File: config.mk
export PLATFORM = sky130hd
export DESIGN_NAME = adc_seq_ctrl
export DESIGN_NICKNAME = d
export VERILOG_FILES = /design/src/rtl/adcseq_pkg.sv /design/src/rtl/adcseq_timer.sv /design/src/rtl/adcseq_cfg.sv /design/src/rtl/adcseq_results.sv /design/src/rtl/adc_seq_ctrl.sv
export SDC_FILE = /design/constraint.sdc
export NUM_CORES = 1
export LEC_CHECK = 0
export ABC_AREA = 1
export CELL_PAD_IN_SITES_DETAIL_PLACEMENT = 0
export CELL_PAD_IN_SITES_GLOBAL_PLACEMENT = 1
export CORE_UTILIZATION = 48
export DETAILED_ROUTE_END_ITERATION = 12
export DONT_BUFFER_PORTS = 1
export PLACE_DENSITY = 0.84
export SETUP_SLACK_MARGIN = 0.3
export SLEW_MARGIN = 40
export SYNTH_ARGS = -nofsm -noshare
export SYNTH_HDL_FRONTEND = slang
export SYNTH_SLANG_ARGS = --single-unit
File: constraint.sdc
create_clock -name clk -period 2.1 [get_ports clk]
set_clock_uncertainty 0.05 [all_clocks]
set_input_delay 0.42 -clock clk [delete_from_list [all_inputs] [get_ports clk]]
set_output_delay 0.42 -clock clk [all_outputs]
set_load 0.01 [all_outputs]
File: src/rtl/adcseq_pkg.sv
package adcseq_pkg;
    typedef enum logic [2:0] {
        S_OFF, S_STAB, S_IDLE, S_CAL, S_NGO, S_NWAIT, S_PGO, S_PWAIT
    } seq_state_t;

    localparam int unsigned A_CTRL   = 0;
    localparam int unsigned A_STAB   = 1;
    localparam int unsigned A_SETTLE = 2;
    localparam int unsigned A_LEN    = 3;
    localparam int unsigned A_PRIO   = 4;

    localparam int unsigned CTRL_EN   = 0;
    localparam int unsigned CTRL_SENS = 1;
    localparam int unsigned CTRL_CAL  = 2;
    localparam int unsigned LEN_P_LSB = 8;

    localparam int unsigned TEMP_CH = 16;
    localparam int unsigned VREF_CH = 17;
endpackage

File: src/rtl/adcseq_timer.sv
module adcseq_timer #(
    parameter int CNT_W = 16
) (
    input  logic             clk,
    input  logic             rst_n,
    input  logic             clr,
    input  logic             load,
    input  logic [CNT_W-1:0] limit,
    output logic             expired
);
    logic [CNT_W-1:0] cnt;
    logic             armed;

    always_ff @(posedge clk or negedge rst_n) begin
        if (!rst_n) begin
            cnt   <= '0;
            armed <= 1'b0;
        end else if (clr) begin
            cnt   <= '0;
            armed <= 1'b0;
        end else if (load) begin
            cnt   <= limit;
            armed <= 1'b1;
        end else if (armed && cnt != '0) begin
            cnt <= cnt - 1'b1;
        end
    end

    assign expired = armed && (cnt == '0);

    // an armed count moves down by exactly one per cycle
    a_r2_counts_down: assert property (@(posedge clk) disable iff (!rst_n)
        (armed && !clr && !load && cnt != '0) |=> (cnt == $past(cnt) - 1'b1));
endmodule

File: src/rtl/adcseq_cfg.sv
module adcseq_cfg
    import adcseq_pkg::*;
#(
    parameter int CH_W   = 5,
    parameter int NLIST  = 16,
    parameter int PLIST  = 4,
    parameter int CNT_W  = 16,
    parameter int ADDR_W = 5,
    localparam int NIDX_W = $clog2(NLIST),
    localparam int PIDX_W = $clog2(PLIST)
) (
    input  logic              clk,
    input  logic              rst_n,
    input  logic              we,
    input  logic [ADDR_W-1:0] addr,
    input  logic [CNT_W-1:0]  wdata,
    input  logic [NIDX_W-1:0] n_sel,
    input  logic [PIDX_W-1:0] p_sel,
    output logic              ctl_en,
    output logic              sens_en,
    output logic              cal_cmd,
    output logic [CNT_W-1:0]  stab_lim,
    output logic [CNT_W-1:0]  settle_lim,
    output logic [NIDX_W-1:0] n_last,
    output logic [PIDX_W-1:0] p_last,
    output logic [CH_W-1:0]   n_chan,
    output logic [CH_W-1:0]   p_chan
);
    localparam int LO_W = ADDR_W - 1;

    logic            hi;
    logic [LO_W-1:0] lo;
    logic [CH_W-1:0] ntab [NLIST];
    logic [CH_W-1:0] ptab [PLIST];

    assign hi = addr[ADDR_W-1];
    assign lo = addr[LO_W-1:0];

    always_ff @(posedge clk or negedge rst_n) begin
        if (!rst_n) begin
            ctl_en     <= 1'b0;
            sens_en    <= 1'b0;
            cal_cmd    <= 1'b0;
            stab_lim   <= '0;
            settle_lim <= '0;
            n_last     <= '0;
            p_last     <= '0;
        end else begin
            cal_cmd <= 1'b0;
            if (we && !hi) begin
                unique case (lo)
                    LO_W'(A_CTRL): begin
                        ctl_en  <= wdata[CTRL_EN];
                        sens_en <= wdata[CTRL_SENS];
                        cal_cmd <= wdata[CTRL_CAL];
                    end
                    LO_W'(A_STAB):   stab_lim   <= wdata;
                    LO_W'(A_SETTLE): settle_lim <= wdata;
                    LO_W'(A_LEN): begin
                        n_last <= wdata[NIDX_W-1:0];
                        p_last <= wdata[LEN_P_LSB +: PIDX_W];
                    end
                    default: ;
                endcase
            end
        end
    end

    for (genvar g = 0; g < NLIST; g++) begin : g_ntab
        always_ff @(posedge clk or negedge rst_n) begin
            if (!rst_n)
                ntab[g] <= '0;
            else if (we && hi && lo == LO_W'(g))
                ntab[g] <= wdata[CH_W-1:0];
        end
    end

    for (genvar g = 0; g < PLIST; g++) begin : g_ptab
        always_ff @(posedge clk or negedge rst_n) begin
            if (!rst_n)
                ptab[g] <= '0;
            else if (we && !hi && lo == LO_W'(A_PRIO + g))
                ptab[g] <= wdata[CH_W-1:0];
        end
    end

    assign n_chan = ntab[n_sel];
    assign p_chan = ptab[p_sel];
endmodule

File: src/rtl/adcseq_results.sv
module adcseq_results #(
    parameter int DATA_W = 12,
    parameter int PLIST  = 4,
    localparam int PIDX_W = $clog2(PLIST)
) (
    input  logic                    clk,
    input  logic                    rst_n,
    input  logic                    clr,
    input  logic                    n_wr,
    input  logic                    p_wr,
    input  logic [PIDX_W-1:0]       p_sel,
    input  logic [DATA_W-1:0]       din,
    input  logic                    rd,
    output logic [DATA_W-1:0]       norm_data,
    output logic                    norm_valid,
    output logic [PLIST*DATA_W-1:0] prio_flat
);
    always_ff @(posedge clk or negedge rst_n) begin
        if (!rst_n) begin
            norm_data  <= '0;
            norm_valid <= 1'b0;
        end else if (clr) begin
            norm_data  <= '0;
            norm_valid <= 1'b0;
        end else if (n_wr) begin
            norm_data  <= din;
            norm_valid <= 1'b1;
        end else if (rd) begin
            norm_valid <= 1'b0;
        end
    end

    for (genvar g = 0; g < PLIST; g++) begin : g_pres
        always_ff @(posedge clk or negedge rst_n) begin
            if (!rst_n)
                prio_flat[g*DATA_W +: DATA_W] <= '0;
            else if (clr)
                prio_flat[g*DATA_W +: DATA_W] <= '0;
            else if (p_wr && p_sel == PIDX_W'(g))
                prio_flat[g*DATA_W +: DATA_W] <= din;
        end
    end

    // a completed normal conversion leaves a valid result behind
    a_r5_write_sets_valid: assert property (@(posedge clk) disable iff (!rst_n)
        (n_wr && !clr) |=> norm_valid);
    // a read without a new result clears the flag
    a_r5_read_clears: assert property (@(posedge clk) disable iff (!rst_n)
        (rd && !n_wr) |=> !norm_valid);
endmodule

File: src/rtl/adc_seq_ctrl.sv
module adc_seq_ctrl
    import adcseq_pkg::*;
#(
    parameter int CH_W   = 5,
    parameter int DATA_W = 12,
    parameter int NLIST  = 16,
    parameter int PLIST  = 4,
    parameter int CNT_W  = 16,
    localparam int NIDX_W = $clog2(NLIST),
    localparam int PIDX_W = $clog2(PLIST),
    localparam int ADDR_W = ((NIDX_W > 3) ? NIDX_W : 3) + 1
) (
    input  logic                    clk,
    input  logic                    rst_n,
    input  logic                    cfg_we,
    input  logic [ADDR_W-1:0]       cfg_addr,
    input  logic [CNT_W-1:0]        cfg_wdata,
    input  logic                    norm_trig,
    input  logic                    prio_trig,
    output logic                    conv_start,
    output logic                    cal_start,
    output logic [CH_W-1:0]         conv_chan,
    input  logic                    conv_done,
    input  logic [DATA_W-1:0]       conv_data,
    input  logic                    norm_rd,
    output logic [DATA_W-1:0]       norm_data,
    output logic                    norm_valid,
    output logic [PLIST*DATA_W-1:0] prio_data,
    output logic                    norm_eos,
    output logic                    prio_eos
);
    seq_state_t        state, nxt;
    logic              ctl_en, sens_en, cal_cmd, sens_q;
    logic [CNT_W-1:0]  stab_lim, settle_lim;
    logic [NIDX_W-1:0] n_last, n_idx;
    logic [PIDX_W-1:0] p_last, p_idx;
    logic [CH_W-1:0]   n_chan, p_chan;
    logic              n_busy, n_pend, cal_req;
    logic              stab_ok, settle_ok, gate_n, gate_p;
    logic              n_wr, p_wr;

    adcseq_cfg #(
        .CH_W(CH_W), .NLIST(NLIST), .PLIST(PLIST), .CNT_W(CNT_W), .ADDR_W(ADDR_W)
    ) u_cfg (
        .clk(clk), .rst_n(rst_n), .we(cfg_we), .addr(cfg_addr), .wdata(cfg_wdata),
        .n_sel(n_idx), .p_sel(p_idx), .ctl_en(ctl_en), .sens_en(sens_en),
        .cal_cmd(cal_cmd), .stab_lim(stab_lim), .settle_lim(settle_lim),
        .n_last(n_last), .p_last(p_last), .n_chan(n_chan), .p_chan(p_chan)
    );

    adcseq_timer #(.CNT_W(CNT_W)) u_stab (
        .clk(clk), .rst_n(rst_n), .clr(!ctl_en),
        .load(ctl_en && state == S_OFF), .limit(stab_lim), .expired(stab_ok)
    );

    adcseq_timer #(.CNT_W(CNT_W)) u_settle (
        .clk(clk), .rst_n(rst_n), .clr(!sens_en),
        .load(sens_en && !sens_q), .limit(settle_lim), .expired(settle_ok)
    );

    adcseq_results #(.DATA_W(DATA_W), .PLIST(PLIST)) u_res (
        .clk(clk), .rst_n(rst_n), .clr(!ctl_en), .n_wr(n_wr), .p_wr(p_wr),
        .p_sel(p_idx), .din(conv_data), .rd(norm_rd), .norm_data(norm_data),
        .norm_valid(norm_valid), .prio_flat(prio_data)
    );

    // Sensor gate: temperature needs supply plus settling, reference needs supply
    assign gate_n = !((n_chan == CH_W'(TEMP_CH)) && !(sens_en && settle_ok))
                 && !((n_chan == CH_W'(VREF_CH)) && !sens_en);
    assign gate_p = !((p_chan == CH_W'(TEMP_CH)) && !(sens_en && settle_ok))
                 && !((p_chan == CH_W'(VREF_CH)) && !sens_en);

    // State register
    always_ff @(posedge clk or negedge rst_n) begin
        if (!rst_n) state <= S_OFF;
        else        state <= nxt;
    end

    // Next state
    always_comb begin
        nxt = state;
        if (!ctl_en) begin
            nxt = S_OFF;
        end else begin
            unique case (state)
                S_OFF:  nxt = S_STAB;
                S_STAB: if (stab_ok) nxt = S_IDLE;
                S_IDLE: begin
                    if (cal_req)                  nxt = S_CAL;
                    else if (prio_trig)           nxt = S_PGO;
                    else if (norm_trig || n_pend) nxt = S_NGO;
                end
                S_CAL:  if (conv_done) nxt = S_IDLE;
                S_NGO: begin
                    if (prio_trig)   nxt = S_PGO;
                    else if (gate_n) nxt = S_NWAIT;
                end
                S_NWAIT: begin
                    if (prio_trig)      nxt = S_PGO;
                    else if (conv_done) nxt = (n_idx == n_last) ? S_IDLE : S_NGO;
                end
                S_PGO:  if (gate_p) nxt = S_PWAIT;
                S_PWAIT: begin
                    if (conv_done) begin
                        if (p_idx != p_last)                     nxt = S_PGO;
                        else if (n_busy || n_pend || norm_trig) nxt = S_NGO;
                        else                                     nxt = S_IDLE;
                    end
                end
                default: nxt = S_OFF;
            endcase
        end
    end

    // List positions, interrupted and held normal work, calibration request
    always_ff @(posedge clk or negedge rst_n) begin
        if (!rst_n) begin
            n_idx <= '0; p_idx <= '0; n_busy <= 1'b0; n_pend <= 1'b0;
            cal_req <= 1'b0; sens_q <= 1'b0;
        end else begin
            sens_q <= sens_en;
            if (!ctl_en) begin
                n_idx <= '0; p_idx <= '0; n_busy <= 1'b0; n_pend <= 1'b0;
                cal_req <= 1'b0;
            end else begin
                unique case (state)
                    S_IDLE: begin
                        if (cal_req) begin
                            cal_req <= 1'b0;
                        end else if (prio_trig) begin
                            p_idx <= '0;
                            if (norm_trig) n_pend <= 1'b1;
                        end else if (norm_trig || n_pend) begin
                            n_idx <= '0; n_busy <= 1'b1; n_pend <= 1'b0;
                        end
                    end
                    S_NGO, S_NWAIT: begin
                        if (prio_trig) begin
                            p_idx <= '0;
                        end else if (state == S_NWAIT && conv_done) begin
                            if (n_idx == n_last) n_busy <= 1'b0;
                            else                 n_idx  <= n_idx + 1'b1;
                        end
                    end
                    S_PGO: if (norm_trig && !n_busy) n_pend <= 1'b1;
                    S_PWAIT: begin
                        if (conv_done) begin
                            if (p_idx != p_last) begin
                                p_idx <= p_idx + 1'b1;
                            end else if (!n_busy && (n_pend || norm_trig)) begin
                                n_idx <= '0; n_busy <= 1'b1; n_pend <= 1'b0;
                            end
                        end else if (norm_trig && !n_busy) begin
                            n_pend <= 1'b1;
                        end
                    end
                    default: ;
                endcase
                if (cal_cmd) cal_req <= 1'b1;
            end
        end
    end

    // Outputs
    always_comb begin
        conv_start = 1'b0;
        cal_start  = 1'b0;
        conv_chan  = n_chan;
        n_wr       = 1'b0;
        p_wr       = 1'b0;
        if (ctl_en) begin
            unique case (state)
                S_IDLE:  cal_start  = cal_req;
                S_NGO:   conv_start = gate_n && !prio_trig;
                S_NWAIT: n_wr       = conv_done && !prio_trig;
                S_PGO: begin
                    conv_start = gate_p;
                    conv_chan  = p_chan;
                end
                S_PWAIT: begin
                    p_wr      = conv_done;
                    conv_chan = p_chan;
                end
                default: ;
            endcase
        end
    end

    assign norm_eos = n_wr && (n_idx == n_last);
    assign prio_eos = p_wr && (p_idx == p_last);

    // clearing enable returns the sequencer to its idle reset state
    a_r1_disable_to_off: assert property (@(posedge clk) disable iff (!rst_n)
        !ctl_en |=> (state == S_OFF) && !n_busy && !n_pend);
    // nothing starts before the stabilisation count has expired
    a_r2_no_early_start: assert property (@(posedge clk) disable iff (!rst_n)
        (conv_start || cal_start) |-> stab_ok);
    // the two end-of-sequence pulses never coincide
    a_r7_eos_apart: assert property (@(posedge clk) disable iff (!rst_n)
        $onehot0({norm_eos, prio_eos}));
    // preemption keeps the interrupted normal position
    a_r8_resume_point: assert property (@(posedge clk) disable iff (!rst_n)
        (ctl_en && !cfg_we && state == S_NWAIT && prio_trig)
            |=> (state == S_PGO) && n_busy && $stable(n_idx));
    // reference channel only with the sensor supply on
    a_r10_vref_gate: assert property (@(posedge clk) disable iff (!rst_n)
        (conv_start && conv_chan == CH_W'(VREF_CH)) |-> sens_en);
    // temperature channel only after settling
    a_r11_temp_settled: assert property (@(posedge clk) disable iff (!rst_n)
        (conv_start && conv_chan == CH_W'(TEMP_CH)) |-> (sens_en && settle_ok));
    // calibration and conversion starts are exclusive
    a_r3_single_start: assert property (@(posedge clk) disable iff (!rst_n)
        $onehot0({conv_start, cal_start}));
endmodule

==> impl_metrics.env <==
export IMPL_layout_drive_gt1_share=0.2771
export IMPL_die_h_um=159.9
export IMPL_cp_max_fo=7
export IMPL_leakagePower_nw=7.439
export IMPL_cts_clk_slew_worst_paths_ns=0.06
export IMPL_grt_pass1_vias=10226
export IMPL_preCtsSetupSlack_ns=-0.05894
export IMPL_period_needed_ns=2.688
export IMPL_netlist_top_cells_area="dfrtp_1, nand2_1, o21ai_0"
export IMPL_n_fill_cell=2060
export IMPL_rows=57
export IMPL_ys_types=41
export IMPL_cts_tree="built"
export IMPL_rr_worst_depth=13
export IMPL_syn_inst=1485
export IMPL_grt_overflow=0
export IMPL_yosysSeqAreaShare=0.5209
export IMPL_cts_sinks=249
export IMPL_critPathBufInv=2
export IMPL_drtAntennaViolNets=0
export IMPL_r2r_start="n_idx[0]"
export IMPL_fin_crit_sh=1.280
export IMPL_fin_nets=1664
export IMPL_slew_violations=0
export IMPL_tightest_slew_ns=0.8026
export IMPL_synth_seq_cells=249
export IMPL_htree_levels=1
export IMPL_hold_viol_final=249
export IMPL_syn_to_final_growth_pct=31.50
export IMPL_r2r_end="state[1]"
export IMPL_port_buffers=0
export IMPL_startpoint_type="flop"
export IMPL_finish_instance_area_mm2=0.01573
export IMPL_syn_area_per_cell_um2=8.055
export IMPL_relSlewSlack=0.4650
export IMPL_slowest_stage="dfrtp_2"
export IMPL_cts_buffers=28
export IMPL_wl_per_cell_um=17.27
export IMPL_drt_iter0_drc=818
export IMPL_setup_slack_ns=-0.5877
export IMPL_clock_latency_ns=0.55
export IMPL_p_per_area_mw_per_mm2=1082
export IMPL_clockBufferDepth=3
export IMPL_synthFlopType="dfrtp_1"
export IMPL_synth_edff_count=0
export IMPL_violations="negative hold slack, negative setup slack"
export IMPL_peakVddDrop_v=0.0006477
export IMPL_cap_violations=0
export IMPL_yosysWarningCount=0
export IMPL_grt_max_degree=250
export IMPL_hp_class="in -> async"
export IMPL_final_common_cell="nand2_1"
export IMPL_vias=10547
export IMPL_fmax_mhz=372.1
export IMPL_setup_viol=9
export IMPL_critPathCaptureType="primary output"
export IMPL_cts_hold_buf=16
export IMPL_slowest_delay_ns=0.47
export IMPL_syn_area_mm2=0.01196
export IMPL_status="complete, but fails checks"
export IMPL_dieArea_mm2=0.02556
export IMPL_final_cell_mix="nand2_1, dfrtp_1, o21ai_0"
export IMPL_whs_ns=-0.4926
export IMPL_finalPower_mw=17.02
export IMPL_async_flop_share=1.000
export IMPL_synth_top_area_cell="dfrtp_1"
export IMPL_dr_pass1_iters=5
export IMPL_synth_top_area_share=0.5209
export IMPL_critPathMostFrequentCell="nand2_2"
export IMPL_viasPerCell=5.384
export IMPL_routed_wl_um=33830
export IMPL_fp_dieW_um=159.9
export IMPL_reg2reg_slack_ns=0.06
export IMPL_synth_nets=1534
export IMPL_io_pins=110
export IMPL_fp_coreArea_mm2=0.02439
export IMPL_initial_core_util=0.4904
export IMPL_gp_congestion=0.9140
export IMPL_dpl_cell_area_mm2=0.01272
export IMPL_rsz0062_at_grt="yes"
export IMPL_fin_util=0.6449
export IMPL_antenna_found_initial=0
export IMPL_drc=0
export IMPL_track_usage=0.2547
export IMPL_grt_pass1_wl_um=53010
export IMPL_cp_arrival_ns=2.22
export IMPL_cpLargestDelayFamily="simple AND/OR/NAND/NOR gates"
export IMPL_worstPathRequired_ns=1.63
export IMPL_diodes=0
export IMPL_hpwl_um=20990
export IMPL_path_cells="inv_8 -> clkbuf_16 -> nand2_4 -> nand2_2 -> nand2_2 -> nand3_4 -> nand3_4 -> a21oi_2 -> nor2_4 -> nand2_2 -> nand2_2 -> a21oi_4"
export IMPL_path_class="reg -> out"
export IMPL_cts_root_buf="clkbuf_16"
[repair_timing]
item	in CTS	in global routing
setup buffers	24	26
gates resized for setup	81	309
setup endpoints to repair	83	102
gates cloned	1	8
endpoints found under the hold margin	267	249
pin swaps	16	90
[power breakdown]
group / leakage [nW] / total (mW) / internal, mW / switching, mW
Sequential: 3.30 / 6.27 / 5.61 / 0.664
Clock: 0.484 / 5.22 / 3.20 / 2.02
Combinational: 3.66 / 5.53 / 2.36 / 3.17
[cell type report]
class | instances | area [µm²] | area share
Tap cell | 324 | 405.4 | 0.02577
Timing Repair Buffer | 156 | 1480 | 0.09411
Multi-Input combinational cell | 1046 | 6036 | 0.3837
Inverter | 131 | 554.3 | 0.03524
Clock inverter | 14 | 216.5 | 0.01376
Timing Repair inverter | 3 | 27.53 | 0.001750
Clock buffer | 36 | 770.7 | 0.04900
Sequential cell | 249 | 6238 | 0.3966
[how the worst max path moves through the flow]
stage,slack (ns),startpoint,depth (start not counted),endpoint
4_1_cts,-0.57,n_idx[0],14,conv_start
2_1_floorplan,0.18,n_idx[0],13,conv_start
5_1_grt,-0.67,n_idx[0],12,conv_start
3_3_place_gp,-0.01,n_idx[0],13,conv_start
3_5_place_dp,-0.06,n_idx[0],12,conv_start
6_report,-0.59,n_idx[0],12,conv_start
[per-layer routing]
layer	vias to the layer above	GRT usage	routed length, µm
li1	5137	-	-
met1	5088	0.3531	15060
met2	257	0.4133	16170
met3	65	0.04338	1752
met4	0	0.07143	847
met5	-	0	0
[synthesized netlist by cell type (2+ instances only)]
master and number:
nand4_1 5, mux2i_1 3, inv_2 8, or2_2 2, nor3_1 13, nand2_2 2
inv_1 122, o211ai_1 6, o21ai_0 217, clkbuf_1 26, dfrtp_1 249, xnor2_1 10
o21ai_1 46, o221ai_1 2, o21ai_2 8, nand3_1 114, buf_2 14, buf_6 13
nand2_1 462, buf_1 2, o2111ai_1 3, nor2_4 5, nor2_2 3, nor3b_1 2
xor2_1 10, buf_4 4, a21oi_1 23, nor2_1 76, ha_1 9, nor4_1 3
o22ai_1 13
[worst reg2reg max path, stage by stage, from the launching register on]
cell and delay (ns):
dfrtp_2 0.47, inv_8 0.14, buf_12 0.13, buf_4 0.10, nand2_1 0.04, nand3_1 0.08, nand3_2 0.10, nand3_2 0.09
nand2_4 0.07, nor3_4 0.18, nand3_1 0.23, nand2_2 0.16, nand2_1 0.08, nand2_1 0.07
[registers in the layout, indices dropped and copies added (netlist names)]
name and cells:
cal_req 1, n_busy 1, n_idx 4, n_pend 1, p_idx 2, sens_q 1
state 3, u_cfg.cal_cmd 1, u_cfg.ctl_en 1, u_cfg.n_last 4, u_cfg.ntab 80, u_cfg.p_last 2
u_cfg.ptab 20, u_cfg.sens_en 1, u_cfg.settle_lim 16, u_cfg.stab_lim 16, u_res.norm_data 12, u_res.norm_valid 1
u_res.prio_flat 48, u_settle.armed 1, u_settle.cnt 16, u_stab.armed 1, u_stab.cnt 16
[stage by stage]
stage | setup TNS, ns | cells
after floorplan | 0 | 1485
after global placement | -0.01115 | 1834
after detailed placement | -0.1087 | 1834
after CTS | -3.277 | 1925
after global routing | -4.359 | 1959
final | -3.360 | 1959
[cell families after synthesis]
logic type | after synthesis | share of synthesized area
adder cells (fa/ha/maj) | 9 | 0.009414
XOR/XNOR | 20 | 0.01464
flip-flops | 249 | 0.5209
AND/OR/NAND/NOR | 690 | 0.2377
multiplexers | 3 | 0.002511
buffers and inverters | 192 | 0.07186
AO/OA/AOI/OAI | 322 | 0.1430
Power figures use the tool's default switching activity.
